<file path="config.mk">
export PLATFORM = sky130hd
export DESIGN_NAME = rect_cost_est
export DESIGN_NICKNAME = d
export VERILOG_FILES = /design/src/rtl/rect_cost_est.sv
export SDC_FILE = /design/constraint.sdc
export NUM_CORES = 1
export LEC_CHECK = 0
export BUFFER_PORTS_ARGS = -buffer_cell sky130_fd_sc_hd__buf_2
export CORE_MARGIN = 4
export CORE_UTILIZATION = 45
export CTS_CLUSTER_SIZE = 8
export DETAILED_ROUTE_END_ITERATION = 16
export GPL_ROUTABILITY_DRIVEN = 0
export PLACE_DENSITY = 0.67
export SYNTH_ARGS = -nofsm -noshare
export SYNTH_HDL_FRONTEND = slang
export SYNTH_SLANG_ARGS = --single-unit
</file>
<file path="constraint.sdc">
create_clock -name clk -period 159.9 [get_ports clk]
set_clock_uncertainty 0.2 [all_clocks]
set_input_delay 31.98 -clock clk [delete_from_list [all_inputs] [get_ports clk]]
set_output_delay 31.98 -clock clk [all_outputs]
set_load 0.005 [all_outputs]
</file>
<file path="src/rtl/rect_cost_est.sv">
module rect_cost_est #(
  parameter int CW       = 11,
  parameter int WIDE_W   = 128,
  parameter int AREA_P8  = 2048,
  parameter int AREA_D16 = 1024
) (
  input  logic              clk,
  input  logic              rst,
  input  logic              start,
  input  logic [CW-1:0]     rect_l,
  input  logic [CW-1:0]     rect_t,
  input  logic [CW-1:0]     rect_r,
  input  logic [CW-1:0]     rect_b,
  input  logic [CW-1:0]     clip_l,
  input  logic [CW-1:0]     clip_t,
  input  logic [CW-1:0]     clip_r,
  input  logic [CW-1:0]     clip_b,
  input  logic              textured,
  input  logic [1:0]        tex_mode,
  input  logic              semi_trans,
  input  logic              mask_check,
  input  logic              field_skip,
  output logic              done,
  output logic [2*CW+2:0]   total
);
  localparam int TW = 2*CW + 3;
  localparam logic [TW-1:0] K_WIDE = TW'(WIDE_W);
  localparam logic [TW-1:0] K_A8   = TW'(AREA_P8);
  localparam logic [TW-1:0] K_A16  = TW'(AREA_D16);
  localparam logic [TW-1:0] K_ONE  = TW'(1);

  // stage 1: clip intersection
  logic [CW-1:0] lo_x, hi_x, lo_y, hi_y;
  assign lo_x = (rect_l > clip_l) ? rect_l : clip_l;
  assign hi_x = (rect_r < clip_r) ? rect_r : clip_r;
  assign lo_y = (rect_t > clip_t) ? rect_t : clip_t;
  assign hi_y = (rect_b < clip_b) ? rect_b : clip_b;

  logic          v1, tex1, blend1, skip1;
  logic [1:0]    mode1;
  logic [CW-1:0] w1, h1;

  always_ff @(posedge clk) begin
    if (rst) begin
      v1 <= 1'b0; w1 <= '0; h1 <= '0;
      tex1 <= 1'b0; mode1 <= '0; blend1 <= 1'b0; skip1 <= 1'b0;
    end else begin
      v1     <= start;
      w1     <= (hi_x > lo_x) ? hi_x - lo_x : '0;
      h1     <= (hi_y > lo_y) ? hi_y - lo_y : '0;
      tex1   <= textured;
      mode1  <= tex_mode;
      blend1 <= semi_trans | mask_check;
      skip1  <= field_skip;
    end
  end

  // stage 2: per-row cost and counted rows
  logic [TW-1:0] wx, hx, area, q, extra, row, rows;
  logic          empty1;
  assign wx     = TW'(w1);
  assign hx     = TW'(h1);
  assign area   = wx * hx;
  assign empty1 = (w1 == '0) || (h1 == '0);
  assign q      = (!empty1 && wx <= K_WIDE) ? K_WIDE / wx : '0;

  always_comb begin
    unique case (mode1)
      2'd0: extra = wx;
      2'd1: extra = (wx > K_WIDE) ? (wx >> 2) * TW'(8)
                  : (area > K_A8) ? (wx >> 2) * (q << 2) : wx;
      default: extra = (wx > K_WIDE) ? (wx >> 1) * TW'(8)
                     : (area > K_A16) ? (wx >> 2) * (q << 3) : wx;
    endcase
  end

  assign row  = wx + (tex1 ? extra : '0) + (blend1 ? (wx + K_ONE) >> 1 : '0);
  assign rows = empty1 ? '0 : !skip1 ? hx : (h1 < CW'(2)) ? K_ONE : hx >> 1;

  logic          v2;
  logic [TW-1:0] row2, rows2;

  always_ff @(posedge clk) begin
    if (rst) begin
      v2 <= 1'b0; row2 <= '0; rows2 <= '0;
    end else begin
      v2    <= v1;
      row2  <= row;
      rows2 <= rows;
    end
  end

  // stage 3: product
  always_ff @(posedge clk) begin
    if (rst) begin
      done  <= 1'b0;
      total <= '0;
    end else begin
      done <= v2;
      if (v2) total <= row2 * rows2;
    end
  end
endmodule

</file>
# [Word level (Yosys, flattened, before mapping)]
# Index checks and enable logic that the tools add are counted.
[word_totals] output_inout_bits=26 regBits=105
[classes] multipliers=4 n_eq_ne=1 n_bitwise=4 mux=14 n_lt_le_gt_ge=11 n_reduce_logical=10 div=1 add_sub_neg=5
[ops] operator="two-way mux 25 bit" n=5
[ops] operator="two-way mux 11 bit" n=6
[ops] operator="case mux 25 bit (2 select lines)" n=1
[ops] operator="> comparator 11 bit" n=4
[ops] operator="adder 11 x 25 -> 25 bit" n=1
[ops] operator="adder 25 x 11 -> 25 bit" n=1
[ops] operator="divider 8 x 11 -> 25 bit, first input constant" n=1
[ops] operator="multiplier 25 x 25 -> 25 bit" n=1
[ops] operator="multiplier 9 x 23 -> 23 bit" n=1
[ops] operator="two-way mux 23 bit" n=1
[ops] operator="> comparator 22 x 11 -> 1 bit, second input constant" n=1
[ops] operator="> comparator 22 x 12 -> 1 bit, second input constant" n=1
[ops] operator="zero test 11 bit" n=2
[ops] operator="less-than comparator 11 bit" n=2
[ops] operator="multiplier 11 x 11 -> 22 bit" n=1
[ops] operator="multiplier 9 x 22 -> 22 bit" n=1
[ops] operator="subtractor 11 bit" n=2
[ops] operator="adder 11 x 1 -> 12 bit, second input constant" n=1
[ops] operator="> comparator 11 x 8 -> 1 bit, second input constant" n=1
[ops] operator="less-or-equal comparator 11 x 8 -> 1 bit, second input constant" n=1
[ops] operator="less-than comparator 11 x 2 -> 1 bit, second input constant" n=1
[ops] operator="two-way mux 10 bit" n=1
[ops] operator="OR reduction 2 bit" n=3
[ops] operator="NOT 1 bit" n=3
[ops] operator="other kinds (7)" n=7

# [Logic depth before layout (Yosys ltp)]
# Gate-level depths: netlist of the first run.
[depth] depth_word=12 ltp_mapped=347

# [Least setup slack after synthesis of the first run]
# No wires, ideal clock.
[synth_timing] path_type="flip-flop to flip-flop" start="register w1[0]" end="register row2[24]" setup_slack_ns=98.261 setup_time_ns=0.078 t_required_ns=159.622 path_buffers=37 stages_incl_launch_ff=325 t_arrival_ns=61.361 cell_sequence="dfxtp_1 -> buf_4 -> buf_2 -> inv_1 -> clkbuf_1 -> clkbuf_1 -> buf_1 -> ha_1 -> nor2_1 -> xor2_1 -> mux2_2 -> nor2_1 -> ha_1 -> o21ai_0 -> a21oi_1 -> o21ai_0 -> o21ai_0 -> ha_1 -> (+289 left out) -> o21bai_1 -> xnor2_1 -> nor2_1 -> o311ai_0 -> nor2_1 -> fa_1 -> ha_1 -> nor2b_1 -> o21ai_0 -> nand2b_1 -> and3_1 -> and3_1 -> nand3_1 -> nand3b_1 -> nor2_1 -> nand3_1 -> xor2_1 -> nor3_1"
[synth_via] elab_chain_cells=12
[synth_lines] element="start: declaration" line="41" source="logic [CW-1:0] w1, h1;"
[synth_lines] element="start signal: assignment" line="49" source="w1 <= (hi_x > lo_x) ? hi_x - lo_x : '0;"
[synth_lines] element="parallel branches: the longest is 11 deep, another holds divider 8 x 11 -> 25 bit"
[synth_lines] element="adder 25 x 11 -> 25 bit (*)" line="77" source="assign row = wx + (tex1 ? extra : '0) + (blend1 ? (wx + K_ONE) >> 1 : '0);"
[synth_lines] element="end signal: assignment" line="88" source="row2 <= row;"
[synth_lines] element="end: declaration" line="81" source="logic [TW-1:0] row2, rows2;"
# Every way passes the cells marked *.
# A chain may end at the register's enable or synchronous reset.

# [Worst setup path after layout of the first run]
[layout_timing] start="register w1[1]" end="register row2[24]"
# Same word-level chain as after synthesis.

==> impl_metrics.csv, run 1 <==
group,metric,value,unit
run_status,status,"complete, no violations",
logic_synthesis,synth_top_cell_by_area,"fa_1",
critical_path,cp.required,159.98,ns
clocking,postCtsSetupRepairBufs,0,
critical_path,reg2reg_to,"row2[24]$_SDFF_PP0_",
drt,avgViaCountPerCell,5.64,
global_route,antenna_found_initial,0,
global_route,gr-total-overflow,0,
critical_path,arrival,69.09,ns
worst_hold_path,worst_hold_startpoint,"v1$_SDFF_PP0_",
layout,nets,5642,
timing,setup_viol,0,
clocking,hold_buffers,0,
critical_path,cpMostUsedCell,"o21ai_0",
clocking,cts_max_path_buffers,2,
place,hpwl,76700,µm
critical_path,crit_family,"compound AO/OA/AOI/OAI gates",
logic_synthesis,synth-xor-area-share,0.0584,
timing,relSlewSlack,0.291,
layout,drive_above_1_share,0.0704,
logic_synthesis,synth_warnings,0,
logic_synthesis,synthFlopType,"dfxtp_1",
critical_path,reg2reg_from,"w1[1]$_SDFF_PP0_",
logic_synthesis,synth_area_per_cell,7.75,µm²
floorplan,initial_core_util,0.457,
timing,tightest_slew,1.06,ns
timing,drv_slew,0,
logic_synthesis,synthDistinctLibCells,128,
logic_synthesis,yosysTopAreaCellShare,0.200,
clocking,cts_tree,"built",
floorplan,die_h,292,µm
clocking,clkTransAtPathRegs,0.07,ns
critical_path,slowest_stage,"a41oi_1",
timing,fin_crit_sh,0.432,
clocking,cts_inserted_buffers,9,
logic_synthesis,synth.area.top_cells,"fa_1, ha_1, inv_1",
worst_hold_path,holdPathEnd,"v2$_SDFF_PP0_",
place,port-buffer-count,122,
logic_synthesis,netlist_area,0.0363,mm²
timing,fin_crit,69.01,ns
floorplan,coreArea,0.0794,mm²
global_route,track_usage,0.221,
floorplan,top_level_ports,123,
critical_path,critPathBufInv,17,
drt,drc,0,
run,drv_cap,0,
logic_synthesis,async_flop_share,0,
logic_synthesis,synth-adder-area-share,0.358,
clocking,cts_sinks,91,
floorplan,die_w,292,µm
logic_synthesis,synthSimpleGateAreaFrac,0.221,
floorplan,fp-row-count,103,
logic_synthesis,synthMuxAreaShare,0.0340,
timing,fmax,14.5,MHz
worst_hold_path,hp-class,"reg2reg",
drt,drtAntennaViolNets,0,
logic_synthesis,synth-compound-area-share,0.202,
critical_path,cp_slowest_stage_delay,0.83,ns
clocking,cts_resized,0,
timing,setup_tns,0,ns
logic_synthesis,synth-seq-cells,91,
critical_path,cp-end-kind,"register",
drt,dr.pass1.iters,6,
drt,drt-total-wl,96100,µm
logic_synthesis,synth_top_family_by_area,"adder cells",
global_route,grt_pass1_vias,31675,
layout,fillerInstances,7940,
logic_synthesis,synth-edff-count,0,
layout,synthToLayoutAreaGrowth,5.57,%
clocking,root_buffer,"clkbuf_16",
logic_synthesis,yosysSeqAreaShare,0.0502,
drt,dr_total_vias,32591,
floorplan,die_area,0.0852,mm²
layout,diodes,0,
worst_hold_path,hold_path_depth,1,
critical_path,critical_path_class,"reg2reg",
critical_path,reg2reg_depth,304,
critical_path,critPathLaunchType,"register",
timing,rsz0062_at_grt,"no",
timing,finalHoldViolCount,0,
global_route,grt_pass1_wl,160000,µm
clocking,htree_levels,3,
critical_path,crit_fanout,29,
clocking,clk_latency,0.37,ns
logic_synthesis,netlist_instances,4683,
global_route,grt_max_degree,51,
drt,wl_per_cell,16.6,µm
drt,drtIter0Drc,2075,
critical_path,reg2reg_slack,90.89,ns
## logic make-up (layout without fill, tap and decap cells)
logic type | after synthesis | count (layout)
AO/OA/AOI/OAI | 1069 | 1069
buffers and inverters | 729 | 730
other | 2 | 46
adder cells (fa/ha/maj) | 822 | 822
AND/OR/NAND/NOR | 1613 | 1613
multiplexers | 117 | 117
XOR/XNOR | 240 | 240
flip-flops | 91 | 91
## worst max path at each step
stage | start | end | slack [ns] | cells past startpoint
global route | w1[2]$_SDFF_PP0_ | row2[24]$_SDFF_PP0_ | 84.09 | 306
detailed placement | w1[1]$_SDFF_PP0_ | row2[24]$_SDFF_PP0_ | 91.88 | 303
floorplan | w1[0]$_SDFF_PP0_ | row2[24]$_SDFF_PP0_ | 98.26 | 324
global placement | w1[2]$_SDFF_PP0_ | row2[24]$_SDFF_PP0_ | 93.93 | 305
finish | w1[1]$_SDFF_PP0_ | row2[24]$_SDFF_PP0_ | 90.89 | 304
CTS | w1[1]$_SDFF_PP0_ | row2[24]$_SDFF_PP0_ | 91.58 | 302
## layer usage
| metal | track usage | share of wire | vias up |
|---|---|---|---|
| met1 | 0.309 | 0.47 | 15555 |
| li1 | - | - | 16073 |
| met3 | 0.0138 | 0.047 | 124 |
| met2 | 0.379 | 0.47 | 839 |
| met4 | 0.0466 | 0.019 | 0 |
| met5 | 0 | 0 | - |
## cells in the final DEF, fill, tap and decap left out, types with 14 or more instances in the layout
cell      instances
o31a_1           14
nand2_1         469
a21o_1          115
fa_1            362
conb_1           46
o21a_1           70
nor3_1          138
a211oi_1         21
nand2b_1         95
o31ai_1          60
nor2b_1          66
dfxtp_1          87
xor2_1           59
a21oi_1         238
a31oi_1          19
o211ai_1         31
mux2_2           36
xnor2_1         179
and3_1           28
nor4_1           22
nand4_1          28
o21ai_0         225
a21boi_0         15
buf_4            46
and2_1          209
o21bai_1         48
nand3_1          86
buf_2           122
mux2i_1          75
ha_1            460
inv_1           537
nor2_1          348
o22ai_1          27
or3_1            30
## flip-flops by register name, indices dropped and copies added, names as in the netlist
name	cells
row2	25
total	25
h1	11
rows2	11
w1	11
mode1	2
blend1	1
done	1
skip1	1
tex1	1
v1	1
v2	1
## metrics by stage
step / instance area, µm² / utilization / cells / hold WS (ns) / setup WS, ns
2_1_floorplan: 36400 / - / 4727 / 0.214 / 98.26
3_3_place_gp: 38000 / 0.479 / 5762 / 0.216 / 93.93
3_5_place_dp: 38000 / 0.479 / 5762 / 0.241 / 91.88
4_1_cts: 38300 / 0.482 / 5778 / 0.254 / 91.58
5_1_grt: 38300 / 0.482 / 5778 / 0.263 / 84.09
6_report: 38300 / 0.482 / 5778 / 0.248 / 90.89
## Yosys cell counts, drive strengths merged, types with 12 or more instances
cell type and number:
a21boi 20, o21a 70, nand2b 96, nor4 26
a21o 115, o31a 14, a31o 14, nor3 147
o31ai 65, o21bai 48, o211ai 33, nand3 89
o211a 13, o22ai 28, nor3b 12, mux2i 77
or2 14, nand2 471, xnor2 180, and2 210
nor2b 66, a31oi 21, dfxtp 91, nor2 351
and3 28, a21oi 240, nand4 30, fa 362
clkbuf 147, o21ai 234, buf 36, xor2 60
or3 30, mux2 40, inv 543, a211oi 26
ha 460
## area by class of cell
type / instances / area, µm² / area share
Inverter: 546 / 2050 / 0.0535
Multi-Input combinational cell: 3907 / 31900 / 0.832
Clock buffer: 10 / 239 / 0.00624
Timing Repair Buffer: 168 / 956 / 0.0250
Clock inverter: 6 / 55.1 / 0.00144
Tap cell: 1050 / 1310 / 0.0343
Sequential cell: 91 / 1830 / 0.0477
Power of run 1 is left out: the tool's default activity adds up to more than one toggle a clock period on the data nets, which glitch-free logic cannot reach.
==> inputs of run 2 (changes only) <==
--- a/config.mk
+++ b/config.mk
@@ -11,7 +11,7 @@
 export CTS_CLUSTER_SIZE = 8
 export DETAILED_ROUTE_END_ITERATION = 16
 export GPL_ROUTABILITY_DRIVEN = 0
-export PLACE_DENSITY = 0.67
+export PLACE_DENSITY = 0.69
 export SYNTH_ARGS = -nofsm -noshare
 export SYNTH_HDL_FRONTEND = slang
 export SYNTH_SLANG_ARGS = --single-unit
==> constraint.sdc (replaced) <==
create_clock -name clk -period 60.1 [get_ports clk]
set_clock_uncertainty 0.2 [all_clocks]
set_input_delay 12.02 -clock clk [delete_from_list [all_inputs] [get_ports clk]]
set_output_delay 12.02 -clock clk [all_outputs]
set_load 0.005 [all_outputs]
==> run 2 against run 1 <==
  * Worst hold slack lost 0.0089 ns
  * First-iteration DRC count down 2.1%
  * Sequential share of layout area down 0.22 points
  * Fmax grew 22%
  * Clock-buffer cell count down 1
  * Worst setup slack got worse by 87 ns
  * Utilization rose by 2.4 points
  * Critical path depth increased by 8
  * Sequential cell count unchanged
  * Final cell count increased by 2.9%
  * Via count grew 4.1%
  * Wire length up 5.9%
  * Highest routed layer unchanged
==> impl_metrics.csv, run 2 (synthesized netlist as in run 1, its figures left out) <==
group,metric,value,unit
layout,synthToLayoutAreaGrowth,10.8,%
critical_path,cpMostUsedCell,"o21ai_0",
critical_path,reg2reg_from,"w1[2]$_SDFF_PP0_",
global_route,grt_pass1_vias,32399,
drt,avgViaCountPerCell,5.71,
layout,final_common_cell,"inv_1",
drt,drt-total-wl,102000,µm
critical_path,critPathLaunchType,"register",
place,port-buffer-count,122,
layout,diodes,0,
critical_path,reg2reg_slack,3.47,ns
critical_path,arrival,56.73,ns
clocking,clk_latency,0.37,ns
critical_path,critPathBufInv,21,
clocking,htree_levels,3,
drt,drtAntennaViolNets,0,
floorplan,die_h,292,µm
global_route,grt_max_degree,53,
timing,fmax,17.7,MHz
global_route,gr-total-overflow,0,
global_route,grt_pass1_wl,164000,µm
floorplan,fp-row-count,103,
clocking,root_buffer,"clkbuf_16",
floorplan,initial_core_util,0.457,
layout,layout_common_cells,"inv_1, nand2_1, ha_1, fa_1, nor2_1",
critical_path,cp_slowest_stage_delay,0.53,ns
floorplan,top_level_ports,123,
clocking,clkTransAtPathRegs,0.07,ns
layout,reg_top3,"row2: 25 flops, total: 25 flops",
critical_path,reg2reg_to,"row2[24]$_SDFF_PP0_",
clocking,cts_sinks,91,
layout,fillerInstances,7692,
floorplan,coreArea,0.0794,mm²
timing,relSlewSlack,0.346,
global_route,track_usage,0.228,
drt,dr.pass1.iters,8,
critical_path,crit_family,"compound AO/OA/AOI/OAI gates",
floorplan,die_area,0.0852,mm²
run,drv_cap,0,
worst_hold_path,hold_path_depth,1,
layout,nets,5808,
timing,finalHoldViolCount,0,
drt,drtIter0Drc,2031,
worst_hold_path,hp-class,"reg2reg",
critical_path,crit_fanout,16,
place,hpwl,79400,µm
drt,wl_per_cell,17.1,µm
global_route,antenna_found_initial,0,
clocking,cts_tree,"built",
drt,dr_total_vias,33942,
drt,drc,0,
critical_path,critical_path_class,"reg2reg",
worst_hold_path,holdPathEnd,"v2$_SDFF_PP0_",
critical_path,reg2reg_depth,312,
run_status,status,"complete, no violations",
timing,fin_crit,56.63,ns
timing,holdWs,0.239,ns
critical_path,cp.required,60.19,ns
clocking,cts_max_path_buffers,2,
timing,fin_crit_sh,0.942,
floorplan,die_w,292,µm
clocking,cts_inserted_buffers,9,
critical_path,slowest_stage,"fa_1",
timing,setup_viol,0,
timing,drv_slew,0,
timing,tightest_slew,0.968,ns
worst_hold_path,worst_hold_startpoint,"v1$_SDFF_PP0_",
layout,drive_above_1_share,0.120,
critical_path,cp-end-kind,"register",
==> run 2: worst max path at each step <==
stage / slack (ns) / end / from / depth (start not counted)
after floorplan: 0.004 / row2[24]$_SDFF_PP0_ / w1[0]$_SDFF_PP0_ / 329
after global placement: 0.85 / row2[24]$_SDFF_PP0_ / w1[2]$_SDFF_PP0_ / 303
after detailed placement: -0.80 / row2[24]$_SDFF_PP0_ / w1[2]$_SDFF_PP0_ / 302
after CTS: 0.03 / row2[24]$_SDFF_PP0_ / w1[2]$_SDFF_PP0_ / 302
after global routing: -0.58 / row2[24]$_SDFF_PP0_ / w1[2]$_SDFF_PP0_ / 314
final: 3.47 / row2[24]$_SDFF_PP0_ / w1[2]$_SDFF_PP0_ / 312
==> run 2: stage by stage <==
step | utilization | setup WS, ns | std cells | setup TNS (ns) | instance area (µm²)
finish | 0.506 | 3.47 | 5943 | 0 | 40200
global placement | 0.488 | 0.854 | 5856 | 0 | 38800
CTS | 0.493 | 0.0308 | 5872 | 0 | 39100
detailed placement | 0.488 | -0.800 | 5856 | -5.12 | 38800
global route | 0.506 | -0.579 | 5943 | -3.12 | 40200
floorplan | - | 0.00411 | 4727 | 0 | 36500
==> run 2: repair_timing <==
action,in CTS,in global routing
gates resized for setup,9,139
setup buffers,1,68
setup endpoints to repair,13,23
pin swaps,1,48
hold buffers,0,0
gates cloned,0,3
==> run 2: per-layer routing <==
layer | vias up | part of all wire | global-route usage
met3 | 175 | 0.056 | 0.0202
met4 | 0 | 0.026 | 0.0521
met1 | 16253 | 0.45 | 0.314
met2 | 1088 | 0.47 | 0.388
li1 | 16426 | - | -
met5 | - | 0 | 0
==> run 2: cell type report <==
type | count | area (µm²) | area share
well taps | 1050 | 1310 | 0.0327
inverters | 546 | 2050 | 0.0511
clock buffers | 9 | 225 | 0.00561
clock inverters | 6 | 72.6 | 0.00181
flip-flops and latches | 91 | 1830 | 0.0455
multi-input cells | 3909 | 32400 | 0.807
repair buffers | 332 | 2250 | 0.0560
==> run 2: worst register-to-register path, delay by kind of cell (launching register included) <==
| kind | cells | cell delay, ns |
|---|---|---|
| fa+ha+maj | 30 | 9.32 |
| xor+xnor | 2 | 0.38 |
| simple gates | 102 | 14.93 |
| mux | 8 | 2.56 |
| flops | 1 | 0.35 |
| buf+inv | 21 | 2.55 |
| compound gates | 149 | 26.21 |
Power of run 2 is left out for the same reason.
